### config.mk
export PLATFORM = sky130hd
export DESIGN_NAME = cfg_prom_reader
export DESIGN_NICKNAME = d
export VERILOG_FILES = /design/src/rtl/cfg_prom_pkg.sv /design/src/rtl/cfg_page_decode.sv /design/src/rtl/cfg_read_counter.sv /design/src/rtl/cfg_cascade.sv /design/src/rtl/cfg_prom_reader.sv
export SDC_FILE = /design/constraint.sdc
export NUM_CORES = 1
export LEC_CHECK = 0
export ABC_AREA = 1
export BUFFER_PORTS_ARGS = -buffer_cell sky130_fd_sc_hd__buf_2
export CAP_MARGIN = 30
export CORE_ASPECT_RATIO = 1.25
export CORE_MARGIN = 8
export CORE_UTILIZATION = 53
export CTS_CLUSTER_DIAMETER = 60
export DETAILED_ROUTE_END_ITERATION = 7
export GPL_TIMING_DRIVEN = 0
export MAX_ROUTING_LAYER = met4
export PLACE_DENSITY_LB_ADDON = 0.15
export RECOVER_POWER = 25
export SYNTH_ARGS = -nofsm -noshare
export SYNTH_HDL_FRONTEND = slang
export SYNTH_SLANG_ARGS = --single-unit
export TNS_END_PERCENT = 5
### constraint.sdc
create_clock -name clk_i -period 2.6 [get_ports clk_i]
set_clock_uncertainty 0.2 [all_clocks]
set_input_delay 0.65 -clock clk_i [delete_from_list [all_inputs] [get_ports clk_i]]
set_output_delay 0.65 -clock clk_i [all_outputs]
set_load 0.03 [all_outputs]
### src/rtl/cfg_prom_pkg.sv
package cfg_prom_pkg;

  localparam int PAGE_SEL_W = 2;

  typedef struct packed {
    logic                  paged;
    logic [PAGE_SEL_W-1:0] sel;
  } page_sel_t;

endpackage

### src/rtl/cfg_page_decode.sv
module cfg_page_decode
  import cfg_prom_pkg::*;
#(
  parameter int ADDR_W = 20
) (
  input  logic                  clk_i,
  input  logic                  load_i,
  input  logic                  page_en_i,
  input  logic [PAGE_SEL_W-1:0] page_sel_i,
  output logic [ADDR_W-1:0]     base_next_o,
  output logic [ADDR_W-1:0]     base_o,
  output logic [ADDR_W-1:0]     top_o
);

  localparam int OFF_W = ADDR_W - PAGE_SEL_W;
  localparam logic [ADDR_W-1:0] PAGE_MASK = {{PAGE_SEL_W{1'b0}}, {OFF_W{1'b1}}};

  function automatic logic [ADDR_W-1:0] range_start(input page_sel_t p);
    logic [ADDR_W-1:0] r;
    r = '0;
    if (p.paged) r[ADDR_W-1 -: PAGE_SEL_W] = p.sel;
    return r;
  endfunction

  function automatic logic [ADDR_W-1:0] range_end(input page_sel_t p);
    return range_start(p) | (p.paged ? PAGE_MASK : {ADDR_W{1'b1}});
  endfunction

  page_sel_t page_in;
  page_sel_t page_q;

  assign page_in = '{paged: page_en_i, sel: page_sel_i};

  always_ff @(posedge clk_i) begin
    if (load_i) page_q <= page_in;
  end

  assign base_next_o = range_start(page_in);
  assign base_o      = range_start(page_q);
  assign top_o       = range_end(page_q);

endmodule

### src/rtl/cfg_read_counter.sv
module cfg_read_counter #(
  parameter int ADDR_W = 20,
  parameter int WORD_W = 16
) (
  input  logic                     clk_i,
  input  logic                     clear_i,
  input  logic                     run_i,
  input  logic [ADDR_W-1:0]        base_next_i,
  input  logic [ADDR_W-1:0]        top_i,
  output logic [ADDR_W-1:0]        addr_q_o,
  output logic [ADDR_W-1:0]        addr_next_o,
  output logic [$clog2(WORD_W)-1:0] bit_q_o,
  output logic                     at_end_o
);

  localparam int BIT_W = $clog2(WORD_W);
  localparam logic [BIT_W-1:0] LAST_BIT = BIT_W'(WORD_W - 1);

  logic [ADDR_W-1:0] addr_q;
  logic [BIT_W-1:0]  bit_q;
  logic              step;
  logic              word_wrap;

  assign at_end_o    = (addr_q == top_i) && (bit_q == LAST_BIT);
  assign step        = run_i && !at_end_o;
  assign word_wrap   = step && (bit_q == LAST_BIT);
  assign addr_next_o = clear_i   ? base_next_i :
                       word_wrap ? addr_q + ADDR_W'(1) : addr_q;

  always_ff @(posedge clk_i) begin
    addr_q <= addr_next_o;
    if (clear_i)        bit_q <= '0;
    else if (word_wrap) bit_q <= '0;
    else if (step)      bit_q <= bit_q + BIT_W'(1);
  end

  assign addr_q_o = addr_q;
  assign bit_q_o  = bit_q;

  AST_CLEAR_LOAD: assert property (@(posedge clk_i) disable iff (clear_i)
    $past(clear_i) |-> (bit_q == '0) && (addr_q == $past(base_next_i)));

  AST_BIT_STEP: assert property (@(posedge clk_i) disable iff (clear_i)
    (run_i && !at_end_o && bit_q != LAST_BIT) |=>
      (bit_q == $past(bit_q) + BIT_W'(1)) && $stable(addr_q));

  AST_FROZEN_IDLE: assert property (@(posedge clk_i) disable iff (clear_i)
    !run_i |=> $stable(addr_q) && $stable(bit_q));

  AST_HOLD_AT_END: assert property (@(posedge clk_i) disable iff (clear_i)
    at_end_o |=> $stable(addr_q) && $stable(bit_q));

endmodule

### src/rtl/cfg_cascade.sv
module cfg_cascade #(
  parameter int WORD_W = 16
) (
  input  logic                      ser_en_i,
  input  logic                      ce_n_i,
  input  logic                      oe_rst_i,
  input  logic                      at_end_i,
  input  logic [$clog2(WORD_W)-1:0] bit_i,
  input  logic [WORD_W-1:0]         word_i,
  output logic                      dout_o,
  output logic                      dout_en_o,
  output logic                      ceo_n_o
);

  localparam int BIT_W = $clog2(WORD_W);
  localparam logic [BIT_W-1:0] LAST_BIT = BIT_W'(WORD_W - 1);

  logic selected;

  assign selected  = ser_en_i && !ce_n_i && oe_rst_i;
  assign dout_en_o = selected;
  assign dout_o    = selected && word_i[LAST_BIT - bit_i];
  assign ceo_n_o   = !(selected && at_end_i);

endmodule

### src/rtl/cfg_prom_reader.sv
module cfg_prom_reader
  import cfg_prom_pkg::*;
#(
  parameter int ADDR_W = 20,
  parameter int WORD_W = 16
) (
  input  logic                  clk_i,
  input  logic                  ce_n_i,
  input  logic                  oe_rst_i,
  input  logic                  ser_en_i,
  input  logic                  page_en_i,
  input  logic [PAGE_SEL_W-1:0] page_sel_i,
  output logic [ADDR_W-1:0]     mem_addr_o,
  input  logic [WORD_W-1:0]     mem_rdata_i,
  output logic                  dout_o,
  output logic                  dout_en_o,
  output logic                  ceo_n_o
);

  localparam int BIT_W = $clog2(WORD_W);

  logic              clear;
  logic              run;
  logic [ADDR_W-1:0] base_next;
  logic [ADDR_W-1:0] base_q;
  logic [ADDR_W-1:0] top_q;
  logic [ADDR_W-1:0] addr_q;
  logic [BIT_W-1:0]  bit_q;
  logic              at_end;

  assign clear = ser_en_i && !oe_rst_i;
  assign run   = ser_en_i && !ce_n_i && oe_rst_i;

  cfg_page_decode #(.ADDR_W(ADDR_W)) u_decode (
    .clk_i      (clk_i),
    .load_i     (clear),
    .page_en_i  (page_en_i),
    .page_sel_i (page_sel_i),
    .base_next_o(base_next),
    .base_o     (base_q),
    .top_o      (top_q)
  );

  cfg_read_counter #(.ADDR_W(ADDR_W), .WORD_W(WORD_W)) u_counter (
    .clk_i      (clk_i),
    .clear_i    (clear),
    .run_i      (run),
    .base_next_i(base_next),
    .top_i      (top_q),
    .addr_q_o   (addr_q),
    .addr_next_o(mem_addr_o),
    .bit_q_o    (bit_q),
    .at_end_o   (at_end)
  );

  cfg_cascade #(.WORD_W(WORD_W)) u_cascade (
    .ser_en_i (ser_en_i),
    .ce_n_i   (ce_n_i),
    .oe_rst_i (oe_rst_i),
    .at_end_i (at_end),
    .bit_i    (bit_q),
    .word_i   (mem_rdata_i),
    .dout_o   (dout_o),
    .dout_en_o(dout_en_o),
    .ceo_n_o  (ceo_n_o)
  );

  AST_ADDR_IN_PAGE: assert property (@(posedge clk_i) disable iff (clear)
    (addr_q >= base_q) && (addr_q <= top_q));

  AST_CEO_AT_TOP: assert property (@(posedge clk_i) disable iff (clear)
    !ceo_n_o |-> (mem_addr_o == top_q));

  AST_PROG_QUIET: assert property (@(posedge clk_i) disable iff (clear)
    !ser_en_i |-> !dout_en_o && ceo_n_o && (mem_addr_o == addr_q));

endmodule

==> results.py, run 1 <==
metrics = {
    "die": {
        "fp.dieW_um": 67.64,
        "start_util_pct": 55.31,
        "rows": 23,
        "die_area_um2": 5448,
        "num_io_pins": 46,
        "die_y_um": 80.55,
        "coreArea_um2": 3194,
    },
    "power_and_ir_drop": {
        "p_leak_uw": 0.001069,
        "p_total_uw": 794.3,
        "worst_ir_drop_vdd_uv": 325.1,
        "p_per_area_nw_per_um2": 302.2,
    },
    "placed_design": {
        "portBuffers": 45,
        "place_congestion": 0.9237,
        "pre_cts_slack_ps": -444.0,
        "dp_hpwl_um": 3488,
    },
    "finish": {
        "n_fill_cell": 211,
        "drive_gt1_share_pct": 45.51,
        "seqCellArea_um2": 598.1,
        "synthToLayoutAreaGrowth_pct": 48.80,
        "utilization_pct": 82.30,
        "multi_input_area_um2": 1244,
        "final_common_cell": "nand2_1",
        "fin_nets": 349,
        "antenna_cells": 0,
        "final_cell_mix": "nand2_1 (56), buf_2 (26), nor2_1 (22)",
    },
    "clocking": {
        "cts_tree": "done",
        "clk_pin_slew_ps": 90,
        "clock-sinks": 27,
        "htreeDepth": 1,
        "cts_inserted_buffers": 3,
        "clk_path_buf_depth": 2,
        "clkLatencyLatePin_ps": 270,
        "cts_root_buffer": "clkbuf_8",
    },
    "status": {
        "failed_checks": "setup timing",
        "status": "finished, violations left",
    },
    "global_routing": {
        "grt_max_degree": 16,
        "grt_pass1_wl_um": 8562,
        "use_met1_pct": 22.13,
        "gr-total-overflow": 0,
        "grt_util_met2_pct": 35.23,
        "track_usage_pct": 20.27,
        "grt_pass1_vias": 1927,
        "busiest_layer": "met2",
        "grt_use_met3_pct": 2.643,
        "grt_antenna_before_repair": 0,
    },
    "timing": {
        "tightestPinTransition_ps": 436.3,
        "period_minus_slack_ps": 2906,
        "setup_violations": 20,
        "slew_headroom_pct": 70.91,
        "rsz0062_at_grt": "yes",
        "final_max_slew_viol_count": 0,
        "hold_viol_final": 0,
        "max_freq_mhz": 344.1,
        "setup-tns-final_ps": -4538,
        "timing.final.ws_setup_ps": -306.3,
        "fin_crit_sh_pct": 111.8,
    },
    "setup_path": {
        "setup.worst_path.class": "reg2out",
        "cp.required_ps": 1750,
        "slowest_delay_ps": 410,
        "crit_slowest_cell": "dfxtp_1",
        "path_cells": "nand2_1 > nor2_4 > nand3b_4 > nor2_4 > nand2_4 > nand3_4 > buf_12 > buf_12 > nand2_2 > a21oi_2 > buf_6",
        "crit_buf_inv": 3,
        "cp_top_family": "simple AND/OR/NAND/NOR gates",
        "crit_arrival_ps": 2060,
        "start_kind": "flip-flop",
        "worstPathMaxFanout": 5,
        "critPathCaptureType": "output pin",
    },
    "job": {
        "drv_cap": 0,
    },
    "synth": {
        "syn_inst": 253,
        "syn-num-nets": 278,
        "synth-seq-area-share_pct": 32.29,
        "yosys_warnings": 0,
        "synth.avg_cell_area_um2": 6.983,
        "synth_cell_types": 29,
        "syn-cell-area_um2": 1767,
        "synth.ff_latch_count": 27,
    },
    "routing": {
        "detail-route-antenna-nets": 0,
        "vias": 2022,
        "via_per_inst": 5.617,
        "firstDrtPassIters": 4,
        "totalWireLength_um": 5631,
        "drtIter0Drc": 180,
        "drc": 0,
        "post_drt_wl_per_cell_um": 15.64,
    },
    "min_path": {
        "hold_class": "reg2reg",
    },
}
worst paths after layout:
check                                               to  cells past startpoint                    from  slack [ps]
worst max-delay path                    mem_addr_o[17]                     11   u_counter.addr_q_o[7]        -310
worst min-delay path            u_counter.addr_q_o[13]                      2  u_counter.addr_q_o[13]         300
worst max register to register  u_counter.addr_q_o[17]                     10   u_counter.addr_q_o[7]         700
worst min register to register  u_counter.addr_q_o[13]                      2  u_counter.addr_q_o[13]         300
synth_stat cells, drive strengths merged:
cell / n / area (um^2)
o211ai: 2 / 15.01
clkinv: 1 / 3.750
clkbuf: 3 / 11.26
o22ai: 3 / 18.77
o21ai: 9 / 45.04
nand4: 14 / 87.58
a21boi: 1 / 7.510
ha: 2 / 25.02
buf: 3 / 28.77
nor3: 1 / 5.000
a21oi: 20 / 133.9
edfxtp: 3 / 90.09
nand3: 23 / 127.6
inv: 22 / 82.58
xor2: 9 / 78.83
nand3b: 1 / 20.02
xnor2: 6 / 52.55
nand2: 73 / 294.0
nor2: 33 / 158.9
dfxtp: 24 / 480.5
report_power, final:
part	internal, uW	switching (uW)	total [uW]
clock	107	132	240
combinational	45.6	72.1	118
sequential	428	8.57	437
final cells by class:
class                           count  area share (%)
Sequential cell                    27           22.75
Buffer                              6           1.713
Tap cell                           37           1.761
Clock inverter                      1          0.1904
Timing Repair Buffer               66           21.18
Clock buffer                        3           1.571
Multi-Input combinational cell    197           47.31
Inverter                           23           3.522
registers in the layout, indices dropped and copies added, names as in the netlist:
| name | cells |
|---|---|
| u_decode.page_q | 3 |
| u_counter.bit_q_o | 4 |
| u_counter.addr_q_o | 20 |
metrics by stage:
stage / instance area, um^2 / instances / hold WS [ps]
2_1_floorplan: 1805 / 253 / 285.0
3_5_place_dp: 2077 / 335 / 302.2
6_report: 2629 / 360 / 299.3
4_1_cts: 2540 / 357 / 311.9
5_1_grt: 2629 / 360 / 314.1
3_3_place_gp: 2077 / 335 / 295.1
timing repair:
action / 4_1_cts / 5_1_grt
hold endpoints to repair: 0 / 0
pin swaps: 19 / 15
endpoints found under the setup margin: 22 / 22
resized for setup: 68 / 28
setup buffers: 17 / 3
gates cloned: 1 / 0
hold buffers: 0 / 0
cells by family after synthesis:
kind of cell / synth area share (%)
simple gates: 39.23
compound gates: 12.46
buf+inv: 7.152
flops: 32.29
xor+xnor: 7.436
fa+ha+maj: 1.416
layer usage:
layer | vias to the layer above | share of wire, %
li1 | 983 | -
met1 | 947 | 39
met2 | 70 | 53
met3 | 22 | 5.4
met4 | 0 | 3.1
met5 | - | 0
worst register-to-register path, cell delays in order, from the launching register on:
cell	delay [ps]
dfxtp_1	410
nand2_1	130
nor2_4	160
nand3b_4	110
nor2_4	130
nand2_4	80
nand3_4	120
buf_12	130
buf_12	120
nand2_2	60
a21oi_2	170
No activity file was read; power rests on OpenSTA's default activity.
==> run 2: changes to the inputs <==
--- a/config.mk
+++ b/config.mk
@@ -13,9 +13,10 @@
 export CORE_UTILIZATION = 53
 export CTS_CLUSTER_DIAMETER = 60
 export DETAILED_ROUTE_END_ITERATION = 7
+export GPL_ROUTABILITY_DRIVEN = 1
 export GPL_TIMING_DRIVEN = 0
 export MAX_ROUTING_LAYER = met4
-export PLACE_DENSITY_LB_ADDON = 0.15
+export PLACE_DENSITY = 0.8
 export RECOVER_POWER = 25
 export SYNTH_ARGS = -nofsm -noshare
 export SYNTH_HDL_FRONTEND = slang
==> results.py, run 2 (synthesis results as in run 1) <==
metrics = {
    "finish": {
        "fin_cells": 358,
        "fin_nets": 347,
        "largest_reg_flops": 20,
        "final_common_cell": "nand2_1",
        "antenna_cells": 0,
        "multi_input_area_um2": 1254,
        "n_fill_cell": 214,
        "seqCellArea_um2": 601.8,
        "drive_gt1_share_pct": 42.68,
        "synthToLayoutAreaGrowth_pct": 49.50,
        "final_cell_mix": "nand2_1 (59), buf_2 (27), nor2_1 (26)",
    },
    "setup_path": {
        "worstPathMaxFanout": 5,
        "slowest_delay_ps": 370,
        "critPathCaptureType": "output pin",
        "setup.worst_path.class": "reg2out",
        "crit_slowest_cell": "dfxtp_2",
        "cp.required_ps": 1750,
        "crit_arrival_ps": 2040,
        "path_cells": "ha_4 > nand2_4 > nor2_4 > nand3b_4 > nor2_4 > nand2_4 > nand3_4 > buf_6 > buf_12 > nand2_2 > a21oi_2 > buf_6",
        "start_kind": "flip-flop",
    },
    "global_routing": {
        "grt_antenna_before_repair": 0,
        "track_usage_pct": 20.48,
        "gr-total-overflow": 0,
        "grt_pass1_wl_um": 8652,
        "grt_pass1_vias": 1977,
        "grt_max_degree": 16,
    },
    "timing": {
        "tightestPinTransition_ps": 452.5,
        "period_minus_slack_ps": 2887,
        "rsz0062_at_grt": "yes",
        "slew_headroom_pct": 69.83,
        "hold_viol_final": 0,
        "setup_violations": 21,
        "fin_crit_sh_pct": 111.0,
        "timing.final.ws_setup_ps": -286.7,
        "setup-tns-final_ps": -4768,
        "final_max_slew_viol_count": 0,
        "max_freq_mhz": 346.4,
    },
    "clocking": {
        "clk_path_buf_depth": 2,
        "clock-sinks": 27,
        "cts_root_buffer": "clkbuf_8",
        "cts_inserted_buffers": 3,
        "clkLatencyLatePin_ps": 280,
        "cts_tree": "done",
        "clk_pin_slew_ps": 90,
        "ctsHoldBuffers": 0,
        "htreeDepth": 1,
    },
    "min_path": {
        "hold_class": "reg2reg",
    },
    "routing": {
        "firstDrtPassIters": 4,
        "vias": 1997,
        "detail-route-antenna-nets": 0,
        "drtIter0Drc": 130,
        "via_per_inst": 5.578,
        "totalWireLength_um": 5718,
        "drc": 0,
        "post_drt_wl_per_cell_um": 15.97,
    },
    "power_and_ir_drop": {
        "p_leak_uw": 0.001066,
        "worst_ir_drop_vdd_uv": 322.3,
        "p_per_area_nw_per_um2": 302.5,
    },
    "job": {
        "drv_cap": 0,
    },
    "die": {
        "die_area_um2": 5448,
        "coreArea_um2": 3194,
        "fp.dieW_um": 67.64,
        "num_io_pins": 46,
        "start_util_pct": 55.31,
        "rows": 23,
        "die_y_um": 80.55,
    },
    "placed_design": {
        "dp_cells": 335,
        "dp_hpwl_um": 3472,
        "portBuffers": 45,
        "place_congestion": 0.9552,
    },
    "status": {
        "failed_checks": "setup timing",
        "status": "finished, violations left",
    },
}
## run 2: changes by cell type in the layout (fill, tap and decap cells not counted), sizes merged
| cell | before | now |
|---|---|---|
| buf | 68 | 67 |
| clkinvlp | 0 | 1 |
| clkinv | 2 | 1 |
| clkbuf | 7 | 6 |
## run 2: layout make-up
cell class                      instances  share of cell area [%]
Multi-Input combinational cell        197                   47.47
Sequential cell                        27                   22.79
Timing Repair Buffer                   64                   21.03
Inverter                               23                   3.505
Tap cell                               37                   1.753
Buffer                                  6                   1.705
Clock buffer                            3                   1.563
Clock inverter                          1                  0.1895
## run 2: worst paths after layout
check / start / to / slack, ps / depth (start not counted)
worst max-delay path: u_counter.addr_q_o[1] / mem_addr_o[7] / -290 / 12
worst min-delay path: u_counter.addr_q_o[14] / u_counter.addr_q_o[14] / 310 / 2
worst max register to register: u_counter.addr_q_o[1] / u_counter.addr_q_o[4] / 610 / 12
worst min register to register: u_counter.addr_q_o[14] / u_counter.addr_q_o[14] / 310 / 2
## run 2: through the flow
stage / cell area [um^2] / total power, uW / hold WS (ps) / util, % / setup slack, ps
global route: 2641 / 830.6 / 327.3 / 82.69 / -369.7
CTS: 2522 / 795.8 / 314.9 / 78.97 / -270.4
finish: 2641 / 799.0 / 306.0 / 82.69 / -286.7
detailed placement: 2077 / 551.1 / 299.7 / 65.02 / -429.4
global placement: 2077 / 549.7 / 291.1 / 65.02 / -410.2
floorplan: 1805 / 514.8 / 285.0 / - / -44.06
## run 2: worst max-delay path: cells and delay by family (launching register included)
kind | cells | cell delay [ps]
buffers and inverters | 3 | 410
adders and majority gates | 1 | 160
DFF | 1 | 370
AOI/OAI and AO/OA | 1 | 170
and+or+nand+nor | 7 | 650
## run 2: timing repair
action,CTS,global route
cloned,1,0
hold endpoints to repair,0,0
setup buffers,16,2
pin swaps,17,16
resized for setup,71,28
setup endpoints to repair,21,22
## run 2: metal layers
layer / track usage [%] / share of wire, %
met1: 21.50 / 37
met2: 36.09 / 52
met3: 3.477 / 7.8
met4: 9.015 / 3.1
met5: - / 0
## run 2: where the power goes
group          switching (uW)  internal, uW  leakage (uW)
clock network             136           108     0.0000255
logic                    74.7          45.4      0.000809
registers                8.16           427      0.000231
==> run 3: changes to the inputs <==
--- a/config.mk
+++ b/config.mk
@@ -18,6 +18,7 @@
 export MAX_ROUTING_LAYER = met4
 export PLACE_DENSITY = 0.8
 export RECOVER_POWER = 25
+export SLEW_MARGIN = 20
 export SYNTH_ARGS = -nofsm -noshare
 export SYNTH_HDL_FRONTEND = slang
 export SYNTH_SLANG_ARGS = --single-unit
==> constraint.sdc (replaced) <==
create_clock -name clk_i -period 2.84 [get_ports clk_i]
set_clock_uncertainty 0.2 [all_clocks]
set_input_delay 0.71 -clock clk_i [delete_from_list [all_inputs] [get_ports clk_i]]
set_output_delay 0.71 -clock clk_i [all_outputs]
set_load 0.03 [all_outputs]
==> results.py, run 3 (synthesis results as in run 1) <==
metrics = {
    "timing": {
        "rsz0062_at_grt": "yes",
        "max_freq_mhz": 335.2,
        "timing.final.ws_setup_ps": -143.5,
        "setup_violations": 19,
        "setup-tns-final_ps": -1108,
        "tightestPinTransition_ps": 315.0,
        "hold_viol_final": 0,
        "final_max_slew_viol_count": 0,
        "slew_headroom_pct": 78.97,
        "fin_crit_sh_pct": 105.1,
        "period_minus_slack_ps": 2984,
    },
    "die": {
        "fp.dieW_um": 67.64,
        "num_io_pins": 46,
        "start_util_pct": 55.31,
        "rows": 23,
        "coreArea_um2": 3194,
        "die_y_um": 80.55,
        "die_area_um2": 5448,
    },
    "power_and_ir_drop": {
        "power.share.clock_pct": 31.5,
        "p_comb_share_pct": 15.1,
        "p_int_uw": 538.1,
        "worst_ir_drop_vdd_uv": 261.5,
        "p_sw_share_pct": 28.49,
        "seqPwrFrac_pct": 53.5,
        "p_leak_uw": 0.001025,
        "p_per_area_nw_per_um2": 293.2,
        "net-switching-power_uw": 214.4,
    },
    "routing": {
        "drtIter0Drc": 182,
        "firstDrtPassIters": 6,
        "vias": 2106,
        "totalWireLength_um": 6196,
        "via_per_inst": 5.916,
        "detail-route-antenna-nets": 0,
        "post_drt_wl_per_cell_um": 17.40,
        "drc": 0,
    },
    "global_routing": {
        "grt_pass1_wl_um": 8921,
        "grt_antenna_before_repair": 0,
        "gr-total-overflow": 0,
        "grt_max_degree": 17,
        "grt_pass1_vias": 2005,
        "track_usage_pct": 21.08,
    },
    "setup_path": {
        "ff2ff_path_depth": 11,
        "setup.worst_path.class": "reg2out",
        "crit_arrival_ps": 2070,
        "start_kind": "flip-flop",
        "cp.required_ps": 1930,
        "critPathCaptureType": "output pin",
        "worstPathMaxFanout": 5,
    },
    "placed_design": {
        "place_congestion": 0.9534,
        "place_area_um2": 2054,
        "dp_hpwl_um": 3517,
        "portBuffers": 45,
        "pre_cts_slack_ps": -572.8,
    },
    "clocking": {
        "cts_tree": "done",
        "cts_inserted_buffers": 3,
        "htreeDepth": 1,
        "clkLatencyLatePin_ps": 290,
        "ctsHoldBuffers": 0,
        "clk_path_buf_depth": 2,
        "cts_root_buffer": "clkbuf_8",
        "clk_pin_slew_ps": 110,
        "clock-sinks": 27,
    },
    "finish": {
        "final_cell_mix": "nand2_1 (59), buf_2 (25), nor2_1 (23)",
        "antenna_cells": 0,
        "synthToLayoutAreaGrowth_pct": 45.25,
        "fin_nets": 345,
        "largest_reg_flops": 20,
        "drive_gt1_share_pct": 43.26,
        "final_common_cell": "nand2_1",
        "design_area_um2": 2566,
    },
    "status": {
        "failed_checks": "setup timing",
        "status": "finished, violations left",
    },
    "min_path": {
        "hold_class": "reg2reg",
        "hold_depth": 2,
    },
    "job": {
        "drv_cap": 0,
    },
}
-- run 3: stage by stage --
step	power [uW]	hold WS, ps	instances	utilization [%]
finish	752.5	319.2	356	80.34
detailed placement	503.7	303.3	335	64.32
CTS	740.4	320.4	356	77.71
global route	782.4	333.3	356	80.34
global placement	502.8	292.8	335	64.32
floorplan	470.4	285.0	253	-
-- run 3: area by class of cell --
cell class              instances  area (um^2)
plain buffers                   5        32.53
clock buffers                   3        41.29
clock inverters                 1        7.507
fillers                       222        628.1
inverters                      23        92.59
multi-input cells             198         1262
flip-flops and latches         27        590.6
well taps                      37        46.29
repair buffers                 62        493.0
-- run 3: path summary, 6_finish.rpt --
| path | from | end | slack [ps] |
|---|---|---|---|
| max | u_counter.addr_q_o[1] | mem_addr_o[13] | -140 |
| min | u_counter.addr_q_o[7] | u_counter.addr_q_o[7] | 320 |
| min reg2reg | u_counter.addr_q_o[7] | u_counter.addr_q_o[7] | 320 |
| max reg2reg | u_counter.addr_q_o[1] | u_counter.addr_q_o[13] | 850 |
-- run 3: layer usage --
metal / vias to the layer above / track usage [%] / wire length [um]
li1: 971 / - / -
met1: 968 / 21.97 / 2254
met2: 129 / 37.32 / 3142
met3: 38 / 2.643 / 508
met4: 0 / 10.69 / 291
met5: - / - / 0
-- run 3: timing repair --
item | 4_1_cts | 5_1_grt
setup endpoints to repair | 22 | 21
endpoints found under the hold margin | 0 | 0
gates resized for setup | 66 | 40
cloned | 2 | 0
pin swaps | 15 | 21
buffers inserted | 15 | 3
-- run 3: power groups by stage --
stage | Sequential, uW | Combinational (uW) | Clock (uW)
3_3_place_gp | 411 | 92.0 | 0
3_5_place_dp | 411 | 92.8 | 0
2_1_floorplan | 409 | 61.4 | 0
4_1_cts | 402 | 105 | 234
5_1_grt | 403 | 124 | 255
6_report | 402 | 113 | 237
-- run 3: critical path, cell delays in order, from the launching register on --
cell,delay (ps)
dfxtp_2,370
ha_4,150
nand2_4,60
nor2_4,130
nand3b_4,100
nor2_4,150
nand2_4,100
nand3_4,110
buf_6,160
nand2_1,90
a21oi_2,190
buf_6,170
